File: src/rtl/ssd_pkg.sv
package ssd_pkg;
  localparam int unsigned SSC_W = 5;
  localparam int unsigned CNT_W = 7;

  typedef enum logic {
    ST_IDLE = 1'b0,
    ST_PEND = 1'b1
  } ssd_state_e;

  typedef struct packed {
    logic [CNT_W-1:0] rel;
    logic [CNT_W-1:0] setup;
    logic [CNT_W-1:0] hold;
    logic [CNT_W-1:0] dly;
  } ssd_thr_t;
endpackage

File: src/rtl/ssd_sync.sv
module ssd_sync #(
  parameter int unsigned STAGES = 2,
  parameter int unsigned W      = 2
) (
  input  logic         clk_i,
  input  logic         rst_ni,
  input  logic [W-1:0] d_i,
  output logic [W-1:0] q_o
);
  for (genvar b = 0; b < W; b++) begin : g_bit
    logic [STAGES-1:0] chain;
    always_ff @(posedge clk_i or negedge rst_ni) begin
      if (!rst_ni) chain <= '1;  // idle bus level
      else         chain <= {chain[STAGES-2:0], d_i[b]};
    end
    assign q_o[b] = chain[STAGES-1];
  end
endmodule

File: src/rtl/ssd_timing.sv
module ssd_timing
  import ssd_pkg::*;
#(
  parameter int unsigned HS_REL   = 8,
  parameter int unsigned HS_SETUP = 4,
  parameter int unsigned HS_HOLD  = 4,
  parameter int unsigned HS_DLY   = 7
) (
  input  logic [SSC_W-1:0] ssc_i,
  input  logic             hs_i,
  output ssd_thr_t         thr_o,
  output logic             err_o
);
  logic             bad;
  logic [CNT_W-1:0] s_eff;

  assign bad = (ssc_i == '0) || ssc_i[0];

  always_comb begin
    if (ssc_i == '0)  s_eff = CNT_W'(2);
    else if (ssc_i[0]) s_eff = CNT_W'(ssc_i) + CNT_W'(1);
    else               s_eff = CNT_W'(ssc_i);
  end

  always_comb begin
    if (hs_i) begin
      thr_o.rel   = CNT_W'(HS_REL);
      thr_o.setup = CNT_W'(HS_SETUP);
      thr_o.hold  = CNT_W'(HS_HOLD);
      thr_o.dly   = CNT_W'(HS_DLY);
    end else begin
      thr_o.rel   = (s_eff + CNT_W'(1)) << 1;
      thr_o.setup = s_eff + CNT_W'(1);
      thr_o.hold  = s_eff;
      thr_o.dly   = s_eff + CNT_W'(3);
    end
  end

  assign err_o = bad;
endmodule

File: src/rtl/ssd_qual.sv
module ssd_qual
  import ssd_pkg::*;
(
  input  logic     clk_i,
  input  logic     rst_ni,
  input  logic     scl_s_i,
  input  logic     sda_s_i,
  input  ssd_thr_t thr_i,
  output logic     busy_o,
  output logic     start_o,
  output logic     stop_o
);
  ssd_state_e       state_q;
  logic             sda_q;
  logic             is_start_q;
  logic [CNT_W-1:0] scl_cnt_q, sda_cnt_q, pcnt_q;
  logic             sda_edge, qualify, broken;

  assign sda_edge = sda_s_i != sda_q;
  assign qualify  = (state_q == ST_IDLE) && sda_edge && scl_s_i &&
                    (scl_cnt_q >= thr_i.rel) && (sda_cnt_q >= thr_i.setup);
  // during hold: SCL dropped or SDA went back to its old level
  assign broken   = (pcnt_q < thr_i.hold) && (!scl_s_i || (sda_s_i == is_start_q));

  always_ff @(posedge clk_i or negedge rst_ni) begin
    if (!rst_ni) begin
      sda_q     <= 1'b1;
      scl_cnt_q <= '0;
      sda_cnt_q <= '0;
    end else begin
      sda_q <= sda_s_i;
      if (!scl_s_i)               scl_cnt_q <= '0;
      else if (scl_cnt_q != '1)   scl_cnt_q <= scl_cnt_q + CNT_W'(1);
      if (sda_edge)               sda_cnt_q <= CNT_W'(1);
      else if (sda_cnt_q != '1)   sda_cnt_q <= sda_cnt_q + CNT_W'(1);
    end
  end

  always_ff @(posedge clk_i or negedge rst_ni) begin
    if (!rst_ni) begin
      state_q    <= ST_IDLE;
      is_start_q <= 1'b0;
      pcnt_q     <= '0;
      busy_o     <= 1'b0;
      start_o    <= 1'b0;
      stop_o     <= 1'b0;
    end else begin
      start_o <= 1'b0;
      stop_o  <= 1'b0;
      unique case (state_q)
        ST_IDLE: begin
          if (qualify) begin
            state_q    <= ST_PEND;
            is_start_q <= ~sda_s_i;
            pcnt_q     <= CNT_W'(1);
          end
        end
        ST_PEND: begin
          if (broken) begin
            state_q <= ST_IDLE;
          end else if (pcnt_q >= thr_i.dly) begin
            state_q <= ST_IDLE;
            busy_o  <= is_start_q;
            start_o <= is_start_q;
            stop_o  <= ~is_start_q;
          end else begin
            pcnt_q <= pcnt_q + CNT_W'(1);
          end
        end
        default: state_q <= ST_IDLE;
      endcase
    end
  end
endmodule

File: src/rtl/ssd_top.sv
module ssd_top
  import ssd_pkg::*;
#(
  parameter int unsigned SYNC_STAGES = 2,
  parameter int unsigned HS_REL      = 8,
  parameter int unsigned HS_SETUP    = 4,
  parameter int unsigned HS_HOLD     = 4,
  parameter int unsigned HS_DLY      = 7
) (
  input  logic             clk_i,
  input  logic             rst_ni,
  input  logic             scl_i,
  input  logic             sda_i,
  input  logic [SSC_W-1:0] ssc_i,
  input  logic             hs_mode_i,
  output logic             busy_o,
  output logic             start_o,
  output logic             stop_o,
  output logic             ssc_err_o
);
  localparam int unsigned NLINES = 2;

  logic [NLINES-1:0] lines_s;
  ssd_thr_t          thr;

  ssd_sync #(.STAGES(SYNC_STAGES), .W(NLINES)) u_sync (
    .clk_i (clk_i),
    .rst_ni(rst_ni),
    .d_i   ({scl_i, sda_i}),
    .q_o   (lines_s)
  );

  ssd_timing #(
    .HS_REL(HS_REL), .HS_SETUP(HS_SETUP), .HS_HOLD(HS_HOLD), .HS_DLY(HS_DLY)
  ) u_timing (
    .ssc_i(ssc_i),
    .hs_i (hs_mode_i),
    .thr_o(thr),
    .err_o(ssc_err_o)
  );

  ssd_qual u_qual (
    .clk_i  (clk_i),
    .rst_ni (rst_ni),
    .scl_s_i(lines_s[1]),
    .sda_s_i(lines_s[0]),
    .thr_i  (thr),
    .busy_o (busy_o),
    .start_o(start_o),
    .stop_o (stop_o)
  );
endmodule

File: config.mk
export PLATFORM = sky130hd
export DESIGN_NAME = ssd_top
export DESIGN_NICKNAME = d
export VERILOG_FILES = /design/src/rtl/ssd_pkg.sv /design/src/rtl/ssd_sync.sv /design/src/rtl/ssd_timing.sv /design/src/rtl/ssd_qual.sv /design/src/rtl/ssd_top.sv
export SDC_FILE = /design/constraint.sdc
export NUM_CORES = 1
export LEC_CHECK = 0
export ABC_AREA = 1
export BUFFER_PORTS_ARGS = -buffer_cell sky130_fd_sc_hd__buf_4
export CORE_MARGIN = 4
export CORE_UTILIZATION = 25
export DETAILED_ROUTE_END_ITERATION = 10
export GPL_TIMING_DRIVEN = 1
export PLACE_DENSITY = 0.44
export SLEW_MARGIN = 10
export SYNTH_ARGS = -nofsm -noshare
export SYNTH_HDL_FRONTEND = slang
export SYNTH_SLANG_ARGS = --single-unit
export TNS_END_PERCENT = 30
File: constraint.sdc
create_clock -name clk_i -period 1.55 [get_ports clk_i]
set_input_delay 0.31 -clock clk_i [delete_from_list [all_inputs] [get_ports clk_i]]
set_output_delay 0.31 -clock clk_i [all_outputs]
set_load 0.05 [all_outputs]
# --- After elaboration in Yosys (flattened, before gate mapping) ---
# Index checks and enable logic that the tools add are counted.
classes:
  n_reduce_logical: 13
  bitwise_logic: 4
  n_eq_ne: 8
  order_cmp: 4
  addsub: 6
  muxes: 21
op_table:
  columns: ["op", "count"]
  rows:
  - ["two-way mux 7 bit", 9]
  - ["adder 7 x 1 -> 7 bit (second input constant)", 4]
  - ["two-way mux 28 bit", 1]
  - [">= comparator 7 bit", 3]
  - ["inequality test 7 bit (second input constant)", 2]
  - ["case mux 7 bit (2 select lines)", 1]
  - ["two-way mux 1 bit", 9]
  - ["adder 7 x 2 -> 7 bit (second input constant)", 1]
  - ["less-than comparator 7 bit", 1]
  - ["adder 5 x 1 -> 6 bit (second input constant)", 1]
  - ["AND reduction 3 bit", 2]
  - ["logical AND 1 bit", 5]
  - ["logical NOT 5 bit", 1]
  - ["inequality test 2 x 1 -> 1 bit (second input constant)", 2]
  - ["inequality test 2 bit (second input constant)", 2]
  - ["inverter 1 bit", 4]
  - ["logical OR 1 bit", 2]
  - ["case mux 1 bit (2 select lines)", 1]
  - ["AND reduction 2 bit", 1]
  - ["nonzero test 2 bit", 1]
  - ["== test 1 bit", 1]
  - ["logical NOT 1 bit", 1]
  - ["inequality test 1 bit", 1]
word_totals:
  input_bits: 10
  out_inout_bits: 4
  register_bits: 31
  elab_cells: 67

# --- Depth between registers and ports, before layout ---
depth:
  word_depth: 10
  mapped_depth: 19
  mapped_depth_nobuf: 19

# --- Cells and area by module ---
# From an unflattened synthesis, not the netlist that was laid out.
unflattened:
  hier_cells: 351
  area_unflattened_um2: 2577.5
modules_own_cells:
  columns: ["module", "cells_each", "instances", "area_per_inst_um2"]
  rows:
  - ["ssd_qual", 277, 1, 2049.5]
  - ["ssd_timing", 68, 1, 407.9]
  - ["ssd_sync", 6, 1, 120.1]

# --- Least setup slack after synthesis ---
# OpenSTA, ideal clock, no wires.
synth_path:
  path_type: "input-to-reg"
  startpoint: "input port ssc_i[0]"
  endpoint: "register u_qual.pcnt_q[6]"
  path_slack_ns: -0.786
  required_ns: 1.485
  cell_stages: 19
  setup_time_ns: 0.065
  arrival_ns: 2.271
  path_buffers: 0
  path_cell_list: "inv_1 > ha_1 > nand4_1 > nand3_1 > inv_1 > ha_1 > nand2_1 > o21ai_0 > nand2_1 > ha_1 > nand2_1 > inv_1 > a21oi_1 > nand2_1 > nor2_1 > nand2_4 > nand2_4 > nand2_1 > nand2_1"
synth_via:
  elab_chain_len: 10
  word_cells_on_any_way: 18
synth_lines:
  columns: ["element", "line", "rtl"]
  rows:
  - ["start: declaration", "ssd_top.sv:14", "input logic [SSC_W-1:0] ssc_i,"]
  - ["adder 5 x 1 -> 6 bit", "ssd_timing.sv:21", "else if (ssc_i[0]) s_eff = CNT_W'(ssc_i) + CNT_W'(1);"]
  - ["two-way mux 7 bit", "ssd_timing.sv:21", null]
  - ["two-way mux 7 bit (*)", "ssd_timing.sv:20", "if (ssc_i == '0) s_eff = CNT_W'(2);"]
  - ["adder 7 x 1 -> 7 bit", "ssd_timing.sv:32", "thr_o.rel = (s_eff + CNT_W'(1)) << 1;"]
  - ["two-way mux 28 bit (*)", "ssd_timing.sv:26", "if (hs_i) begin"]
  - [">= comparator 7 bit", "ssd_qual.sv:21", "(scl_cnt_q >= thr_i.rel) && (sda_cnt_q >= thr_i.setup);"]
  - ["logical AND 1 bit", "ssd_qual.sv:20", "assign qualify = (state_q == ST_IDLE) && sda_edge && scl_s_i &&"]
  - ["logical AND 1 bit", "ssd_qual.sv:21", null]
  - ["inequality test 2 x 1 -> 1 bit (no source line)", null, null]
  - ["AND reduction 3 bit (no source line) (*)", null, null]
  - ["end signal: assignment", "ssd_qual.sv:67", "pcnt_q <= pcnt_q + CNT_W'(1);"]
  - ["end: declaration", "ssd_qual.sv:16", "logic [CNT_W-1:0] scl_cnt_q, sda_cnt_q, pcnt_q;"]
# Mark *: on every way between the ends. The rest lies on a longest branch, timed or not.
# A chain may end at the register's enable or synchronous reset.

# --- Worst setup path after layout ---
layout_path:
  startpoint: "input port ssc_i[1]"
  endpoint: "register u_qual.pcnt_q[2]"
# Same word-level chain as after synthesis.

==> out/metrics.yaml <==
hold_class: "in -> reg"
netlist.area_leader.share_pct: 29.5
rsz0062_at_grt: "yes"
slowest_stage: "ha_4"
period_share_pct: 139
final-hold-violation-count: 0
yosys-top-cells-area: "dfrtp_1, ha_1, nand2_1, inv_1, dfstp_2"
drc_errors: 0
grt_pass1_vias: 2007
gp_congestion: 0.791
holdWs_ps: 131
first_pass_iters: 4
cp.required_ps: 1770
cts_buffers: 5
postSynthCellCount: 289
layout_commonest_cell: "nand2_1"
cts_tree: "yes"
clkSinkCount: 31
ys_seq_elements: 31
whs_path_depth: 1
finalWirelength_mm: 5.18
cp-start-kind: "input pin"
layout.nets: 389
cp_common_cell: "ha_4"
hold_end: "u_sync.g_bit[0].chain[0]"
p_leak_nw: 1.61
max_freq_mhz: 463
synth.distinct_cells: 28
ys_seq_area_share_pct: 35.5
p_per_area_nw_per_um2: 758
layout_common_cells: "nand2_1, buf_4, inv_1"
slew_viol_final: 0
place_area_um2: 2760
clkSlewWorstSetupHoldPaths_ps: 70
fin_cells: 456
drive_above_1_share_pct: 35.6
die_w_um: 102
reg2reg_from: "u_qual.pcnt_q[2]"
h-tree-depth: 2
cp_data_arrival_time_ps: 2380
setup_violations: 13
worst-r2r-cell-count: 9
design_area_um2: 3200
cp_max_fo: 8
power_w: 0.00243
via_per_inst: 4.36
antenna_left: 0
post-place-ws_ps: -1030
rows: 33
end_kind: "flip-flop"
layout_setup_ws_ps: -609
r2r_slack_ps: -210
syn_to_final_growth_pct: 45.2
path_cells: "buf_12, inv_12, ha_4, nand4_1, nand3_2, inv_2, ha_4, nor2_2, ha_4, a21oi_2, nand2_1, nand2_1, nand2_2, nor2_4, nand2_4, nand2_8, nand2_4, nand2_2"
syn_area_um2: 2200
fin_worst_skew_ps: 4.87
num_vias: 1987
dp_hpwl_mm: 3.87
status: "complete, but fails checks"
initialDrtViolationCount: 80
root_buffer: "clkbuf_8"
synth_nets: 328
grt_max_degree: 32
max_cap_violations: 0
placed_cells: 438
coreArea_um2: 8380
violations: "setup timing"
grt_usage_pct: 10.9
numPortBuffers: 13
synth_area_leader_cell: "dfrtp_1"
antenna_cells: 0
ios: 14
clkLatencyLatePin_ps: 280
clk_path_buf_depth: 2
crit_path_max_incr_delay_ps: 220
fin_crit_ps: 2160
r2r_end: "u_qual.pcnt_q[0]"
grt_overflow: 0
dieArea_um2: 10400
avgSynthCellArea_um2: 7.63
worstSetupPathType: "in -> reg"
antenna_found_initial: 0
grt_pass1_wl_mm: 9.18
wl_per_cell_um: 11.4
hp-start: "sda_i"
vdd_drop_max_uv: 535
yosysWarnings: 0
start_util_pct: 26.3
die_y_um: 102
-- kinds of logic (layout without fill, tap and decap cells) --
logic type	Yosys count	after routing	synth area share, %
AND/OR/NAND/NOR	147	147	30.4
AO/OA/AOI/OAI	35	35	8.17
flip-flops	31	31	35.5
XOR/XNOR	5	5	2.33
adder cells (fa/ha/maj)	29	29	16.5
buffers and inverters	41	103	6.98
other	1	1	0.170
-- critical path, delay by kind of cell --
family / cells / cell delay, ps
and+or+nand+nor: 11 / 1190
buffers and inverters: 3 / 220
AOI/OAI and AO/OA: 1 / 140
adders and majority gates: 3 / 540
-- report_power, final --
part | leakage (nW) | switching [W] | internal [W] | total (W)
combinational | 1.14 | 0.000294 | 0.000247 | 0.000541
clock | 0.0644 | 0.000323 | 0.000641 | 0.000964
sequential | 0.406 | 0.0000538 | 0.000867 | 0.000921
total | 1.61 | 0.000671 | 0.00176 | 0.00243
-- registers in the layout (all words and copies together) (netlist names), 4 cells and up --
name and cells:
u_qual.pcnt_q 7, u_qual.sda_cnt_q 7, u_sync.g_bit.chain 4, u_qual.scl_cnt_q 7
-- synthesized netlist by cell type, drive strengths merged --
cell type	number
ha	29
nor2	28
conb	1
or2	3
dfstp	5
nand2	75
a21oi	15
nor4	1
dfrtp	26
nand4	2
nand3b	1
xnor2	1
a31oi	4
nor3b	1
clkinv	1
nand3	28
o21ai	16
inv	40
nor3	8
xor2	4
-- stage by stage --
step,setup TNS [ps],util [%]
finish,-6840,38.2
global route,-9390,38.2
CTS,-7090,36.2
detailed placement,-11610,33.0
global placement,-11370,33.0
floorplan,-7290,-
-- how the worst max path moves through the flow --
stage | end | slack, ps | start | depth (start not counted)
2_1_floorplan | u_qual.pcnt_q[6] | -700 | ssc_i[1] | 19
3_3_place_gp | u_qual.pcnt_q[6] | -1000 | ssc_i[1] | 19
3_5_place_dp | u_qual.pcnt_q[5] | -1030 | ssc_i[0] | 20
4_1_cts | u_qual.pcnt_q[5] | -630 | ssc_i[1] | 20
5_1_grt | u_qual.pcnt_q[6] | -820 | ssc_i[1] | 18
6_report | u_qual.pcnt_q[2] | -610 | ssc_i[1] | 18
-- metal layers --
layer | vias up | wire, um | GRT usage [%]
met1 | 894 | 2600 | 14.8
met4 | 0 | 71 | 3.63
met5 | - | 0 | 0
li1 | 1069 | - | -
met3 | 6 | 124 | 1.71
met2 | 18 | 2380 | 17.9
-- final cells by class --
cell class | count | area [um^2]
Sequential cell | 31 | 782
Clock buffer | 5 | 68.8
Clock inverter | 3 | 67.6
Fill cell | 853 | 5180
Timing Repair Buffer | 54 | 449
Tap cell | 105 | 131
Inverter | 41 | 174
Multi-Input combinational cell | 217 | 1530
-- what timing repair did --
action | in CTS | in global routing
gates resized for setup | 12 | 39
buffers inserted | 9 | 0
gates cloned | 0 | 0
pin swaps | 13 | 15
hold buffers | 1 | 0
hold endpoints to repair | 26 | 0
endpoints found under the setup margin | 12 | 19
Power figures use the tool's default switching activity.
